[src/rtl/tlb_pkg.sv]
package tlb_pkg;
  localparam int unsigned VPN_W = 20;
  localparam int unsigned OFF_W = 12;
  localparam int unsigned PPN_W = 20;
endpackage

[src/rtl/tlb_match.sv]
module tlb_match #(
  parameter int unsigned WAYS  = 4,
  parameter int unsigned TAG_W = 16
) (
  input  logic [WAYS-1:0]            valid_i,
  input  logic [WAYS-1:0]            dir_i,
  input  logic [WAYS-1:0][TAG_W-1:0] tag_i,
  input  logic [TAG_W-1:0]           tag_q_i,
  input  logic                       dir_q_i,
  output logic [WAYS-1:0]            hit_o
);
  for (genvar w = 0; w < WAYS; w++) begin : g_way
    assign hit_o[w] = valid_i[w] && (dir_i[w] == dir_q_i) && (tag_i[w] == tag_q_i);
  end
endmodule

[src/rtl/tlb_victim.sv]
module tlb_victim #(
  parameter int unsigned WAYS = 4,
  localparam int unsigned WW  = $clog2(WAYS)
) (
  input  logic [WAYS-1:0] valid_i,
  input  logic [WAYS-1:0] match_i,
  input  logic [WW-1:0]   ptr_i,
  output logic [WW-1:0]   way_o,
  output logic            rr_o
);
  always_comb begin
    way_o = ptr_i;
    rr_o  = 1'b1;
    // descending scan: lowest index wins
    for (int i = WAYS - 1; i >= 0; i--) begin
      if (!valid_i[i]) begin
        way_o = WW'(i);
        rr_o  = 1'b0;
      end
    end
    for (int i = WAYS - 1; i >= 0; i--) begin
      if (match_i[i]) begin
        way_o = WW'(i);
        rr_o  = 1'b0;
      end
    end
  end
endmodule

[src/rtl/tlb_sa.sv]
module tlb_sa #(
  parameter int unsigned SETS = 16,
  parameter int unsigned WAYS = 4
) (
  input  logic                       clk_i,
  input  logic                       rst_ni,
  input  logic                       lu_valid_i,
  input  logic [tlb_pkg::VPN_W-1:0]  lu_vpn_i,
  input  logic [tlb_pkg::OFF_W-1:0]  lu_off_i,
  input  logic                       lu_dir_i,
  input  logic                       fill_i,
  input  logic [tlb_pkg::VPN_W-1:0]  fill_vpn_i,
  input  logic [tlb_pkg::PPN_W-1:0]  fill_ppn_i,
  input  logic                       fill_dir_i,
  input  logic                       fill_user_i,
  input  logic                       fill_write_i,
  input  logic                       fill_global_i,
  input  logic                       flush_all_i,
  input  logic                       flush_task_i,
  output logic                       rsp_valid_o,
  output logic                       rsp_hit_o,
  output logic                       rsp_dir_o,
  output logic [tlb_pkg::PPN_W-1:0]  rsp_ppn_o,
  output logic [tlb_pkg::PPN_W+tlb_pkg::OFF_W-1:0] rsp_pa_o,
  output logic                       rsp_user_o,
  output logic                       rsp_write_o,
  output logic                       rsp_global_o
);
  import tlb_pkg::*;
  localparam int unsigned IDX_W = $clog2(SETS);
  localparam int unsigned TAG_W = VPN_W - IDX_W;
  localparam int unsigned WW    = $clog2(WAYS);

  logic [SETS-1:0][WAYS-1:0]            valid_q, glb_q, dir_q, user_q, wr_q;
  logic [SETS-1:0][WAYS-1:0][TAG_W-1:0] tag_q;
  logic [SETS-1:0][WAYS-1:0][PPN_W-1:0] ppn_q;
  logic [SETS-1:0][WW-1:0]              ptr_q;

  // lookup request register
  logic             lu_v_q, lu_dir_q;
  logic [IDX_W-1:0] lu_idx_q;
  logic [TAG_W-1:0] lu_tag_q;
  logic [OFF_W-1:0] lu_off_q;

  always_ff @(posedge clk_i or negedge rst_ni) begin
    if (!rst_ni) begin
      lu_v_q   <= 1'b0;
      lu_dir_q <= 1'b0;
      lu_idx_q <= '0;
      lu_tag_q <= '0;
      lu_off_q <= '0;
    end else begin
      lu_v_q <= lu_valid_i;
      if (lu_valid_i) begin
        lu_dir_q <= lu_dir_i;
        lu_idx_q <= lu_vpn_i[IDX_W-1:0];
        lu_tag_q <= lu_vpn_i[VPN_W-1:IDX_W];
        lu_off_q <= lu_off_i;
      end
    end
  end

  // response: compares against state updated at the strobe edge
  logic [WAYS-1:0] lu_hit;
  tlb_match #(.WAYS(WAYS), .TAG_W(TAG_W)) u_lu_match (
    .valid_i (valid_q[lu_idx_q]),
    .dir_i   (dir_q[lu_idx_q]),
    .tag_i   (tag_q[lu_idx_q]),
    .tag_q_i (lu_tag_q),
    .dir_q_i (lu_dir_q),
    .hit_o   (lu_hit)
  );

  always_comb begin
    rsp_ppn_o    = '0;
    rsp_user_o   = 1'b0;
    rsp_write_o  = 1'b0;
    rsp_global_o = 1'b0;
    rsp_dir_o    = 1'b0;
    for (int w = 0; w < WAYS; w++) begin
      if (lu_v_q && lu_hit[w]) begin
        rsp_ppn_o    = rsp_ppn_o | ppn_q[lu_idx_q][w];
        rsp_user_o   = rsp_user_o | user_q[lu_idx_q][w];
        rsp_write_o  = rsp_write_o | wr_q[lu_idx_q][w];
        rsp_global_o = rsp_global_o | glb_q[lu_idx_q][w];
        rsp_dir_o    = rsp_dir_o | dir_q[lu_idx_q][w];
      end
    end
  end

  assign rsp_valid_o = lu_v_q;
  assign rsp_hit_o   = lu_v_q && (|lu_hit);
  assign rsp_pa_o    = rsp_hit_o ? {rsp_ppn_o, lu_off_q} : '0;

  // fill path
  logic             fill_en, f_rr;
  logic [IDX_W-1:0] f_idx;
  logic [TAG_W-1:0] f_tag;
  logic [WAYS-1:0]  f_match;
  logic [WW-1:0]    f_way;

  assign fill_en = fill_i && !flush_all_i && !flush_task_i;
  assign f_idx   = fill_vpn_i[IDX_W-1:0];
  assign f_tag   = fill_vpn_i[VPN_W-1:IDX_W];

  tlb_match #(.WAYS(WAYS), .TAG_W(TAG_W)) u_fill_match (
    .valid_i (valid_q[f_idx]),
    .dir_i   (dir_q[f_idx]),
    .tag_i   (tag_q[f_idx]),
    .tag_q_i (f_tag),
    .dir_q_i (fill_dir_i),
    .hit_o   (f_match)
  );

  tlb_victim #(.WAYS(WAYS)) u_victim (
    .valid_i (valid_q[f_idx]),
    .match_i (f_match),
    .ptr_i   (ptr_q[f_idx]),
    .way_o   (f_way),
    .rr_o    (f_rr)
  );

  always_ff @(posedge clk_i or negedge rst_ni) begin
    if (!rst_ni) begin
      valid_q <= '0;
      glb_q   <= '0;
      dir_q   <= '0;
      user_q  <= '0;
      wr_q    <= '0;
      ptr_q   <= '0;
    end else if (flush_all_i) begin
      valid_q <= '0;
    end else if (flush_task_i) begin
      valid_q <= valid_q & glb_q;
    end else if (fill_en) begin
      valid_q[f_idx][f_way] <= 1'b1;
      glb_q[f_idx][f_way]   <= fill_global_i;
      dir_q[f_idx][f_way]   <= fill_dir_i;
      user_q[f_idx][f_way]  <= fill_user_i;
      wr_q[f_idx][f_way]    <= fill_write_i;
      if (f_rr) ptr_q[f_idx] <= ptr_q[f_idx] + 1'b1;
    end
  end

  always_ff @(posedge clk_i) begin
    if (fill_en) begin
      tag_q[f_idx][f_way] <= f_tag;
      ppn_q[f_idx][f_way] <= fill_ppn_i;
    end
  end

  // assertions
  assert_rsp_timing_R1: assert property (@(posedge clk_i) disable iff (!rst_ni)
    rsp_valid_o == $past(lu_valid_i));
  assert_single_hit_R6: assert property (@(posedge clk_i) disable iff (!rst_ni)
    rsp_valid_o |-> $onehot0(lu_hit));
  assert_flush_all_R10: assert property (@(posedge clk_i) disable iff (!rst_ni)
    flush_all_i |=> (valid_q == '0));
  assert_flush_task_R9: assert property (@(posedge clk_i) disable iff (!rst_ni)
    (flush_task_i && !flush_all_i) |=> (valid_q == $past(valid_q & glb_q)));
  assert_fill_grow_R7: assert property (@(posedge clk_i) disable iff (!rst_ni)
    (fill_en && !(|f_match) && !(&valid_q[f_idx])) |=>
      ($countones(valid_q[$past(f_idx)]) == $countones($past(valid_q[f_idx])) + 1));
  assert_fill_reuse_R6: assert property (@(posedge clk_i) disable iff (!rst_ni)
    (fill_en && (|f_match)) |=> $stable(ptr_q));
endmodule

[config.mk]
export PLATFORM = sky130hd
export DESIGN_NAME = tlb_sa
export DESIGN_NICKNAME = d
export VERILOG_FILES = /design/src/rtl/tlb_pkg.sv /design/src/rtl/tlb_match.sv /design/src/rtl/tlb_victim.sv /design/src/rtl/tlb_sa.sv
export SDC_FILE = /design/constraint.sdc
export NUM_CORES = 2
export LEC_CHECK = 0
export BUFFER_PORTS_ARGS = -buffer_cell sky130_fd_sc_hd__buf_2
export CORE_MARGIN = 2
export CORE_UTILIZATION = 40
export CTS_CLUSTER_DIAMETER = 100
export DETAILED_ROUTE_END_ITERATION = 12
export GPL_ROUTABILITY_DRIVEN = 0
export RECOVER_POWER = 50
export SETUP_SLACK_MARGIN = 0.02
export SYNTH_ARGS = -nofsm -noshare
export SYNTH_HDL_FRONTEND = slang
export SYNTH_SLANG_ARGS = --single-unit
[constraint.sdc]
create_clock -name clk_i -period 7.45 [get_ports clk_i]
set_clock_uncertainty 0.1 [all_clocks]
set_input_delay 0.3725 -clock clk_i [delete_from_list [all_inputs] [get_ports clk_i]]
set_output_delay 0.3725 -clock clk_i [all_outputs]
set_load 0.01 [all_outputs]
==> impl_metrics.py <==
metrics = {
    "status": {
        "status": "finished, violations left",
        "violations": "max-capacitance violations, max-slew violations",
    },
    "detailed_routing": {
        "postRouteWirelength_um": 364000,
        "viasPerCell": 6.26,
        "post-route-drc-count": 0,
        "num_vias": 64300,
        "dr.pass1.iters": 8,
        "routedWlPerCell_um": 35.4,
        "drtIter0Drc": 8631,
        "final_antenna_net_count": 0,
    },
    "timing": {
        "tns_ns": 0,
        "worstMarginPinSlew_ns": 5.91,
        "slew_viol_final": 2159,
        "setup_violations": 0,
        "min_period_ns": 7.07,
        "maxSlewHeadroom_pct": -294,
        "fmax_mhz": 141,
        "fin_crit_sh_pct": 94.9,
        "hold_viol_final": 0,
        "rsz0062_at_grt": "false",
    },
    "critical_path": {
        "arrival_ns": 6.60,
        "slowest_delay_ns": 0.85,
        "critPathRequiredTime_ns": 6.98,
        "critical-path-top-delay-family": "simple AND/OR/NAND/NOR gates",
        "end_kind": "output pin",
        "r2r_end": "ppn_q[1140]$_DFFE_PP_",
        "critPathBufInv": 4,
        "cp_cell_sequence": "buf_12 -> buf_12 -> mux4_2 -> nor2b_1 -> a211oi_1 -> a21oi_1 -> xor2_1 -> nor4_1 -> and4_1 -> nand2_1 -> buf_4 -> a211oi_1 -> a211o_1 -> buf_2",
        "path_max_fanout": 36,
        "worst_r2r_path_depth": 10,
        "cp_slowest_cell": "dfrtp_4",
        "r2r_setup_slack_ns": 1.93,
        "crit_path_start_kind": "flop",
        "timing.rr.start": "tag_q[341]$_DFFE_PP_",
        "crit_type": "flop to output pin",
    },
    "clock_tree": {
        "cts_buffers": 293,
        "ctsHoldBuffers": 43,
        "clkTransAtPathRegs_ns": 0.06,
        "clk_path_buf_depth": 4,
        "htreeDepth": 5,
        "cts_tree": "built",
        "post_cts_buffers": 0,
        "cts-resized-gates": 0,
        "cts_sinks": 2690,
        "worstSkewPairLatency_ns": 0.89,
        "clockRootBuffer": "clkbuf_16",
    },
    "floorplan": {
        "ioPinCount": 141,
        "start_util_pct": 40.1,
        "fp-row-count": 199,
        "die_area_um2": 298000,
        "core_um2": 293000,
        "die_w_um": 546,
        "fp.dieH_um": 546,
    },
    "cells_and_area": {
        "layout_common_cells": "edfxtp_1 (2,304), mux4_2 (998), dfrtp_1 (381), clkbuf_16 (299), mux2i_1 (279)",
        "area_growth_pct": 13.5,
        "fin_area_um2": 133000,
        "drive_above_1_share_pct": 33.7,
        "seq_area_um2": 78900,
        "mostFrequentLayoutCell": "edfxtp_1",
        "fill_cells": 24600,
        "nets": 6221,
        "multi_input_comb_area_um2": 36500,
    },
    "worst_hold_path": {
        "hold_start": "fill_dir_i",
        "hold_path_class": "primary input to flop",
        "min_to": "dir_q[46]$_DFFE_PN0P_",
        "hold-path-cell-count": 2,
    },
    "logic_synthesis": {
        "synth_area_um2": 118000,
        "ys_seq_elements": 2690,
        "synthArstFlopShare_pct": 14.3,
        "synth_top_flop_cell": "edfxtp_1",
        "synth_edf_count": 2304,
        "avgSynthCellArea_um2": 20.3,
        "synth_nets": 5879,
        "synth_cells": 5796,
        "synth_cell_types": 95,
        "yosysSeqAreaShare_pct": 67.1,
        "ys_warn_count": 0,
    },
    "global_route": {
        "grt_pass1_wl_um": 509000,
        "gr-total-overflow": 0,
        "grt_max_degree": 140,
        "grtUsageTotal_pct": 24.1,
        "grt_pass1_vias": 64800,
        "grt_antenna_before_repair": 19,
    },
    "power": {
        "ir_drop_mv": 0.209,
        "p_leak_nw": 45.1,
        "cellPowerDensity_nw_per_um2": 253,
    },
    "placement": {
        "dpl_cell_area_um2": 124000,
        "dp_hpwl_um": 217000,
        "port-buffer-count": 140,
    },
    "job": {
        "maxCapViolCount": 41,
    },
}
[metrics by stage]
step | power, mW | std cells | utilization [%] | hold slack [ns] | setup WS (ns)
2_1_floorplan | 18.7 | 5796 | - | -0.0231 | 1.50
3_3_place_gp | 19.9 | 9719 | 42.3 | 0.366 | 0.858
3_5_place_dp | 19.9 | 9719 | 42.3 | 0.372 | 0.817
4_1_cts | 33.9 | 10300 | 45.6 | 0.00479 | 0.412
5_1_grt | 34.6 | 10300 | 45.5 | 0.0359 | 0.109
6_report | 33.7 | 10300 | 45.5 | 0.0316 | 0.376
[cell families (layout without fill, tap and decap cells)]
kind of cell / Yosys count / in the layout / share of synthesized area, %
multiplexers: 1550 / 1550 / 24.4
AO/OA/AOI/OAI: 486 / 486 / 3.20
other: 0 / 6 / 0
flip-flops: 2690 / 2690 / 67.1
AND/OR/NAND/NOR: 422 / 422 / 2.07
buffers and inverters: 498 / 1053 / 2.12
XOR/XNOR: 150 / 150 / 1.12
[metal layers]
| metal | GRT usage, % | routed length [µm] | vias to the layer above |
|---|---|---|---|
| li1 | - | - | 25100 |
| met1 | 33.0 | 144000 | 35000 |
| met2 | 38.7 | 174000 | 3511 |
| met3 | 4.50 | 32500 | 671 |
| met4 | 8.01 | 14000 | 2 |
| met5 | 0 | 13 | - |
[sequential cells by signal, summed over array words and instances, names as in the netlist]
register and flops:
dir_q 64, lu_tag_q 16, glb_q 64, lu_idx_q 4, ptr_q 32, valid_q 64, lu_off_q 12, wr_q 64
user_q 64, lu_dir_q 1, ppn_q 1280, tag_q 1024, rsp_valid_o 1
[worst max-delay path by stage]
stage | startpoint | endpoint | cells past startpoint
after floorplan | fill_vpn_i[1] | ppn_q[180]$_DFFE_PP_ | 14
after global placement | fill_vpn_i[0] | ppn_q[1153]$_DFFE_PP_ | 13
after detailed placement | fill_vpn_i[0] | ppn_q[1146]$_DFFE_PP_ | 13
after CTS | lu_idx_q[0]$_DFFE_PN0P_ | rsp_pa_o[31] | 13
after global routing | fill_vpn_i[6] | ppn_q[624]$_DFFE_PP_ | 11
final | lu_idx_q[1]$_DFFE_PN0P_ | rsp_ppn_o[3] | 14
[area by class of cell]
| cell class | instances | share of cell area (%) |
|---|---|---|
| flip-flops and latches | 2690 | 59.1 |
| multi-input cells | 2608 | 27.4 |
| clock buffers | 361 | 5.85 |
| well taps | 3919 | 3.67 |
| repair buffers | 468 | 2.80 |
| clock inverters | 147 | 0.991 |
| inverters | 77 | 0.218 |
| diodes | 6 | 0.0113 |
[power by group]
part	switching (mW)	internal [mW]
Clock	5.99	8.12
Sequential	0.124	16.5
Combinational	1.73	1.28
[cells in the mapped netlist, types with 9 or more instances]
| master | n | area (µm²) |
|---|---|---|
| a211o_1 | 35 | 307 |
| a211oi_1 | 52 | 390 |
| a21oi_1 | 57 | 285 |
| a221o_1 | 9 | 90.1 |
| a221oi_1 | 24 | 210 |
| a22o_1 | 23 | 201 |
| a22oi_1 | 41 | 308 |
| a32o_1 | 15 | 150 |
| and2_1 | 17 | 106 |
| and3_1 | 20 | 125 |
| buf_1 | 68 | 255 |
| buf_12 | 12 | 240 |
| buf_2 | 125 | 626 |
| buf_4 | 24 | 180 |
| buf_6 | 15 | 169 |
| clkbuf_1 | 166 | 623 |
| dfrtp_1 | 386 | 9660 |
| edfxtp_1 | 2304 | 69200 |
| inv_1 | 74 | 278 |
| mux2_2 | 239 | 2690 |
| mux2i_1 | 279 | 2790 |
| mux4_1 | 21 | 552 |
| mux4_2 | 998 | 22500 |
| nand2_1 | 89 | 334 |
| nand2b_1 | 14 | 87.6 |
| nand3_1 | 29 | 145 |
| nand4_1 | 30 | 188 |
| nor2_1 | 67 | 251 |
| nor2b_1 | 48 | 300 |
| nor3_1 | 22 | 110 |
| nor3_4 | 14 | 228 |
| nor4_1 | 20 | 125 |
| o211ai_1 | 34 | 255 |
| o21ai_0 | 40 | 200 |
| o21ai_2 | 9 | 78.8 |
| o221a_2 | 12 | 135 |
| o22ai_1 | 16 | 100 |
| o2bb2ai_1 | 68 | 596 |
| xnor2_1 | 92 | 806 |
| xor2_1 | 58 | 508 |
Power figures use the tool's default switching activity.
